--- src/rtl/bport_pkg.sv ---
// Shared register layout and configuration type for the burst port receiver.
// Assumes a 2-bit register address space; field positions are fixed here.
package bport_pkg;
    localparam int DIV_SEL_W = 2;
    localparam int ADDR_W = 2;
    localparam logic [ADDR_W-1:0] ADDR_CTRL  = 2'd0;
    localparam logic [ADDR_W-1:0] ADDR_COUNT = 2'd1;
    localparam logic [ADDR_W-1:0] ADDR_STAT  = 2'd2;
    localparam int CTRL_GO_BIT    = 0;
    localparam int CTRL_DIV_LSB   = 1;
    localparam int CTRL_LATCH_BIT = CTRL_DIV_LSB + DIV_SEL_W;
    localparam int STAT_DONE_BIT  = 0;
    localparam int STAT_ERR_BIT   = 1;

    typedef struct packed {
        logic                 latch_late;
        logic [DIV_SEL_W-1:0] div_sel;
    } port_cfg_t;
endpackage

--- src/rtl/bport_regs.sv ---
// Register file: control (start, divider, capture mode), burst count, sticky
// done/error flags with write-one-to-clear. Assumes single-cycle writes;
// configuration writes are dropped while a burst is running.
module bport_regs
    import bport_pkg::*;
#(
    parameter int REG_W = 16,
    parameter int CNT_W = 8
) (
    input  logic              clk,
    input  logic              rst_n,
    input  logic              reg_we,
    input  logic [ADDR_W-1:0] reg_addr,
    input  logic [REG_W-1:0]  reg_wdata,
    input  logic              busy,
    input  logic              ext_wreq,
    input  logic              done_set,
    input  logic              err_set,
    output port_cfg_t         cfg,
    output logic [CNT_W-1:0]  burst_last,
    output logic              go,
    output logic              done_q,
    output logic              err_q,
    output logic [REG_W-1:0]  reg_rdata
);
    logic wr_ctrl, wr_count, wr_stat;
    logic unused_wdata;

    assign wr_ctrl  = reg_we && (reg_addr == ADDR_CTRL);
    assign wr_count = reg_we && (reg_addr == ADDR_COUNT);
    assign wr_stat  = reg_we && (reg_addr == ADDR_STAT);
    assign go = wr_ctrl && !busy && ext_wreq && reg_wdata[CTRL_GO_BIT];
    assign unused_wdata = ^reg_wdata;

    // Configuration fields, writable only while idle.
    always_ff @(posedge clk) begin
        if (!rst_n) begin
            cfg        <= '0;
            burst_last <= '0;
        end else begin
            if (wr_ctrl && !busy) begin
                cfg.div_sel    <= reg_wdata[CTRL_DIV_LSB +: DIV_SEL_W];
                cfg.latch_late <= reg_wdata[CTRL_LATCH_BIT];
            end
            if (wr_count && !busy)
                burst_last <= reg_wdata[CNT_W-1:0];
        end
    end

    // Sticky flags; a set in the same cycle wins over a clear.
    always_ff @(posedge clk) begin
        if (!rst_n) begin
            done_q <= 1'b0;
            err_q  <= 1'b0;
        end else begin
            done_q <= done_set | (done_q & ~(wr_stat & reg_wdata[STAT_DONE_BIT]));
            err_q  <= err_set  | (err_q  & ~(wr_stat & reg_wdata[STAT_ERR_BIT]));
        end
    end

    // Read multiplexer.
    always_comb begin
        reg_rdata = '0;
        case (reg_addr)
            ADDR_CTRL: begin
                reg_rdata[CTRL_GO_BIT]                 = busy;
                reg_rdata[CTRL_DIV_LSB +: DIV_SEL_W]   = cfg.div_sel;
                reg_rdata[CTRL_LATCH_BIT]              = cfg.latch_late;
            end
            ADDR_COUNT: reg_rdata[CNT_W-1:0] = burst_last;
            ADDR_STAT: begin
                reg_rdata[STAT_DONE_BIT] = done_q;
                reg_rdata[STAT_ERR_BIT]  = err_q;
            end
            default: reg_rdata = '0;
        endcase
    end
endmodule

--- src/rtl/bport_engine.sv ---
// Burst engine: divides the system clock into the interface clock, chooses
// the capture cycle for each word (early or late mode) and ends the burst on
// the last word or on a dropped write request. Assumes cfg and burst_last
// hold still while busy; freezes entirely while the FIFO is full.
module bport_engine
    import bport_pkg::*;
#(
    parameter int DATA_W = 16,
    parameter int CNT_W  = 8
) (
    input  logic              clk,
    input  logic              rst_n,
    input  logic              go,
    input  port_cfg_t         cfg,
    input  logic [CNT_W-1:0]  burst_last,
    input  logic              ext_wreq,
    input  logic [DATA_W-1:0] ext_data,
    input  logic              fifo_full,
    output logic              busy,
    output logic              ext_clk,
    output logic              push,
    output logic [DATA_W-1:0] push_data,
    output logic              done_set,
    output logic              err_set
);
    localparam int MAX_HALF = 1 << ((1 << DIV_SEL_W) - 1);
    localparam int HC_W     = (MAX_HALF > 1) ? $clog2(MAX_HALF) : 1;

    logic [HC_W-1:0]  half_cnt, half_last;
    logic [CNT_W-1:0] word_cnt;
    logic             primed, tick, finish, abort;

    assign half_last = HC_W'((32'd1 << cfg.div_sel) - 32'd1);
    assign tick      = busy && ext_wreq && !fifo_full && (half_cnt == half_last);
    assign push      = tick && (ext_clk ? !cfg.latch_late : (cfg.latch_late && primed));
    assign push_data = ext_data;
    assign finish    = push && (word_cnt == burst_last);
    assign abort     = busy && !ext_wreq;
    assign done_set  = finish;
    assign err_set   = abort;

    // Burst sequencing, interface clock toggling and word counting.
    always_ff @(posedge clk) begin
        if (!rst_n) begin
            busy     <= 1'b0;
            ext_clk  <= 1'b0;
            half_cnt <= '0;
            word_cnt <= '0;
            primed   <= 1'b0;
        end else if (go) begin
            busy     <= 1'b1;
            ext_clk  <= 1'b0;
            half_cnt <= '0;
            word_cnt <= '0;
            primed   <= 1'b0;
        end else if (abort) begin
            busy    <= 1'b0;
            ext_clk <= 1'b0;
        end else if (busy && !fifo_full) begin
            if (tick) begin
                half_cnt <= '0;
                if (push)
                    word_cnt <= word_cnt + 1'b1;
                if (finish) begin
                    busy    <= 1'b0;
                    ext_clk <= 1'b0;
                end else begin
                    ext_clk <= ~ext_clk;
                    if (ext_clk)
                        primed <= 1'b1;
                end
            end else begin
                half_cnt <= half_cnt + 1'b1;
            end
        end
    end
endmodule

--- src/rtl/bport_fifo.sv ---
// Receive FIFO with first-word-fall-through output. Assumes the writer never
// pushes while full; a pop and a push may share a cycle.
module bport_fifo #(
    parameter int W     = 16,
    parameter int DEPTH = 8
) (
    input  logic         clk,
    input  logic         rst_n,
    input  logic         push,
    input  logic [W-1:0] push_data,
    output logic         full,
    output logic         valid,
    input  logic         ready,
    output logic [W-1:0] data
);
    localparam int AW = (DEPTH > 1) ? $clog2(DEPTH) : 1;

    logic [W-1:0]  mem [DEPTH];
    logic [AW-1:0] wr_ptr, rd_ptr;
    logic [AW:0]   fill;
    logic          pop;

    assign full  = (fill == (AW+1)'(DEPTH));
    assign valid = (fill != '0);
    assign pop   = valid && ready;
    assign data  = mem[rd_ptr];

    // Storage write.
    always_ff @(posedge clk) begin
        if (push)
            mem[wr_ptr] <= push_data;
    end

    // Pointer and fill tracking.
    always_ff @(posedge clk) begin
        if (!rst_n) begin
            wr_ptr <= '0;
            rd_ptr <= '0;
            fill   <= '0;
        end else begin
            if (push)
                wr_ptr <= (wr_ptr == AW'(DEPTH-1)) ? '0 : wr_ptr + 1'b1;
            if (pop)
                rd_ptr <= (rd_ptr == AW'(DEPTH-1)) ? '0 : rd_ptr + 1'b1;
            fill <= fill + (AW+1)'(push) - (AW+1)'(pop);
        end
    end
endmodule

--- src/rtl/bport_rx.sv ---
// Top of the burst port receiver: register file, burst engine and receive
// FIFO. Single clock domain; the interface clock is a registered output.
module bport_rx
    import bport_pkg::*;
#(
    parameter int DATA_W     = 16,
    parameter int CNT_W      = 8,
    parameter int FIFO_DEPTH = 8
) (
    input  logic              clk,
    input  logic              rst_n,
    input  logic              reg_we,
    input  logic [1:0]        reg_addr,
    input  logic [DATA_W-1:0] reg_wdata,
    output logic [DATA_W-1:0] reg_rdata,
    output logic              ext_clk_o,
    input  logic              ext_wreq_i,
    input  logic [DATA_W-1:0] ext_data_i,
    output logic              rx_valid,
    input  logic              rx_ready,
    output logic [DATA_W-1:0] rx_data
);
    port_cfg_t         cfg;
    logic [CNT_W-1:0]  burst_last;
    logic              go, eng_busy, cap_push, fifo_full;
    logic              done_set, err_set, flag_done, flag_err;
    logic [DATA_W-1:0] cap_data;

    bport_regs #(.REG_W(DATA_W), .CNT_W(CNT_W)) u_regs (
        .clk(clk), .rst_n(rst_n), .reg_we(reg_we), .reg_addr(reg_addr),
        .reg_wdata(reg_wdata), .busy(eng_busy), .ext_wreq(ext_wreq_i),
        .done_set(done_set), .err_set(err_set), .cfg(cfg),
        .burst_last(burst_last), .go(go), .done_q(flag_done),
        .err_q(flag_err), .reg_rdata(reg_rdata)
    );

    bport_engine #(.DATA_W(DATA_W), .CNT_W(CNT_W)) u_engine (
        .clk(clk), .rst_n(rst_n), .go(go), .cfg(cfg), .burst_last(burst_last),
        .ext_wreq(ext_wreq_i), .ext_data(ext_data_i), .fifo_full(fifo_full),
        .busy(eng_busy), .ext_clk(ext_clk_o), .push(cap_push),
        .push_data(cap_data), .done_set(done_set), .err_set(err_set)
    );

    bport_fifo #(.W(DATA_W), .DEPTH(FIFO_DEPTH)) u_fifo (
        .clk(clk), .rst_n(rst_n), .push(cap_push), .push_data(cap_data),
        .full(fifo_full), .valid(rx_valid), .ready(rx_ready), .data(rx_data)
    );
endmodule

--- config.mk ---
export PLATFORM = sky130hd
export DESIGN_NAME = bport_rx
export DESIGN_NICKNAME = d
export VERILOG_FILES = /design/src/rtl/bport_pkg.sv /design/src/rtl/bport_regs.sv /design/src/rtl/bport_engine.sv /design/src/rtl/bport_fifo.sv /design/src/rtl/bport_rx.sv
export SDC_FILE = /design/constraint.sdc
export NUM_CORES = 1
export LEC_CHECK = 0
export ABC_CLOCK_PERIOD_IN_PS = 8500
export BUFFER_PORTS_ARGS = -buffer_cell sky130_fd_sc_hd__buf_4
export CAP_MARGIN = 0
export CORE_ASPECT_RATIO = 1.5
export CORE_MARGIN = 2
export CORE_UTILIZATION = 35
export CTS_BUF_LIST = sky130_fd_sc_hd__clkbuf_8
export DETAILED_ROUTE_END_ITERATION = 8
export PLACE_DENSITY = 0.53
export SYNTH_ARGS = -nofsm -noshare
export SYNTH_HDL_FRONTEND = slang
export SYNTH_SLANG_ARGS = --single-unit
export TNS_END_PERCENT = 10
--- constraint.sdc ---
create_clock -name clk -period 8.5 [get_ports clk]
set_input_delay 1.7 -clock clk [delete_from_list [all_inputs] [get_ports clk]]
set_output_delay 1.7 -clock clk [all_outputs]
set_load 0.05 [all_outputs]
==> impl_metrics.yaml <==
worst_setup_path:
  crit_family: "simple AND/OR/NAND/NOR gates"
  r2r-start: "u_regs.cfg[0]$_SDFFE_PN0N_"
  critical_path.most_common_cell: "buf_4"
  start_kind: "input port"
  arrival_ps: 2610
  path_class: "input port to primary output"
  endpoint_kind: "primary output"
  required_ps: 6800
  rr_worst_depth: 5
  critPathBufInv: 2
  r2r_end: "u_fifo.mem[6][2]$_DFFE_PP_"
  crit_chain: "buf_4, nor2b_1, and2_1, buf_4"
  crit_fanout: 7
  slowest_stage: "nor2b_1"
  reg2reg_setup_slack_ps: 5220
  worst-path-stages: 4
  max_stage_delay_ps: 380
die:
  die_h_um: 178
  initial_utilization_pct: 35.8
  core_mm2: 0.0198
  fp.dieW_um: 120
  dieArea_mm2: 0.0214
  std_cell_rows: 63
  io_pins: 73
global_route:
  grt_max_degree: 33
  antenna_found_initial: 0
  grt_usage_pct: 14.0
  grt_pass1_wl_mm: 22.5
  grt_pass1_vias: 4028
  grt.overflow.total: 0
worst_hold_path:
  whs_path_depth: 2
  min_to: "u_engine.primed$_SDFFE_PP0P_"
  hold_class: "flip-flop to flip-flop"
  hold_start: "u_engine.primed$_SDFFE_PP0P_"
logic_synthesis:
  ys.flop_type: "edfxtp_1"
  syn-cell-area_mm2: 0.00709
  yosys_warnings: 0
  ys_types: 51
  synth_area_leaders: "edfxtp_1 (54%), dfxtp_1 (11%), mux4_2 (10%)"
  synth_top_area_share_pct: 54.2
  yosysTopAreaCell: "edfxtp_1"
  async_flop_share_pct: 0
  ys_seq_area_share_pct: 65.5
  synth_area_per_cell_um2: 15.8
  synth_edf_count: 128
  ys_ff_latch: 168
  syn_inst: 448
timing:
  final_max_slew_viol_count: 0
  tightest_slew_ps: 983
  fin_crit_ps: 4310
  hold_viol_final: 0
  finalSetupTns_ps: 0
  setup_viol: 0
  hold_ws_ps: 493
  fmax_mhz: 232
  rsz0062_at_grt: "no"
  skew_ps: 15.1
  min_period_over_period_pct: 50.7
  relSlewSlack_pct: 34.4
clock_network:
  insertion_delay_ps: 460
  post_cts_buffers: 0
  ctsResizeCount: 0
  hold_buffers: 0
  cts-htree-levels: 4
  cts_tree: "yes"
  cts.path.max_buffers: 2
  cts.sinks: 168
  cts_root_buf: "clkbuf_8"
  clk_pin_slew_ps: 100
  numCtsBuffers: 17
power_and_ir_drop:
  peakVddDrop_v: 0.0000830
  power.leakage_nw: 2.76
  power_density_mw_per_mm2: 228
layout:
  final_common_cell: "edfxtp_1"
  drive_gt1_share_pct: 30.7
  nNetsFinal: 566
  final_cell_mix: "edfxtp_1 (128), buf_4 (67), dfxtp_1 (39)"
  diodes: 0
  areaGrowthSynthToFinish_pct: 16.2
  fillers: 1817
drt:
  firstDrtPassIters: 4
  drc_errors: 0
  routed_wl_mm: 14.0
  vias: 3841
  viasPerCell: 4.88
  wl_per_cell_um: 17.8
  ant_nets: 0
  drt_iter0_drc: 261
placement:
  hpwlAfterDp_mm: 8.89
  gp_congestion: 0.741
  portBuffers: 56
run_status:
  status: "finished, final reports clean"
flow_run:
  drv_cap: 0
## final cells by class
| cell class | count | area (um^2) | share of cell area (%) |
|---|---|---|---|
| flip-flops and latches | 168 | 4650 | 56.4 |
| multi-input cells | 248 | 2330 | 28.3 |
| repair buffers | 67 | 503 | 6.11 |
| well taps | 260 | 325 | 3.95 |
| clock buffers | 17 | 234 | 2.84 |
| clock inverters | 15 | 155 | 1.88 |
| inverters | 12 | 45.0 | 0.547 |
## registers in the layout, indices dropped and copies added, names as in the netlist, 3 cells and up, named ones only
register           flops
u_engine.half_cnt      3
u_fifo.fill            4
u_regs.cfg             3
u_engine.word_cnt      8
u_fifo.wr_ptr          3
u_regs.burst_last      8
u_fifo.rd_ptr          3
u_fifo.mem           128
## per-stage QoR
step,cells,utilization (%),power (mW),instance area [um^2],worst slack [ps]
final,787,41.6,1.88,8240,4190
after global routing,787,41.6,1.97,8240,4040
after CTS,787,41.6,1.91,8240,4160
after detailed placement,755,39.7,1.36,7850,3950
after global placement,755,39.7,1.35,7850,4040
after floorplan,455,-,1.25,7120,3520
## worst max-delay path by stage
stage | startpoint | to | slack [ps]
after floorplan | ext_wreq_i | u_fifo.mem[1][0]$_DFFE_PP_ | 3520
after global placement | ext_wreq_i | u_fifo.mem[6][9]$_DFFE_PP_ | 4040
after detailed placement | ext_wreq_i | u_fifo.mem[6][5]$_DFFE_PP_ | 3950
after CTS | reg_addr[0] | reg_rdata[7] | 4160
after global routing | reg_addr[0] | reg_rdata[1] | 4040
final | reg_addr[0] | reg_rdata[7] | 4190
## cell families (layout without fill, tap and decap cells)
| family | count (synthesis) | in the layout | synth area share (%) |
|---|---|---|---|
| muxes | 74 | 74 | 16.4 |
| DFF | 168 | 168 | 65.5 |
| other | 1 | 8 | 0.0529 |
| adders and majority gates | 13 | 13 | 2.40 |
| AOI/OAI and AO/OA | 32 | 32 | 3.37 |
| xor gates and xnor gates | 11 | 11 | 1.36 |
| and+or+nand+nor | 110 | 110 | 8.26 |
| buffers and inverters | 39 | 111 | 2.67 |
## per-layer routing
metal	share of wire (%)	vias to the layer above	track usage (%)
li1	-	1836	-
met1	41	1925	16.5
met2	54	67	25.7
met3	3.5	13	3.07
met4	1.1	0	3.97
met5	0	-	0
## synth_stat cells (all sizes together), types with 4 or more instances
master	number
a21oi	9
and2	7
buf	14
clkbuf	13
dfxtp	40
edfxtp	128
ha	12
inv	12
mux2	16
mux2i	26
mux4	32
nand2	31
nand2b	9
nand3	4
nor2	20
nor3	6
nor4	8
o211ai	4
o21ai	4
xnor2	11
## tightest hold or removal path, cell delays in order, from the launching register on
cell,delay (ps)
dfxtp_1,330
nand2_1,60
o41ai_1,60
## where the power goes
group	internal (mW)	switching, mW	total (mW)
Sequential	0.897	0.0116	0.908
Combinational	0.178	0.241	0.419
Clock	0.221	0.329	0.550
Note: power is estimated with default switching activity, not from simulation.
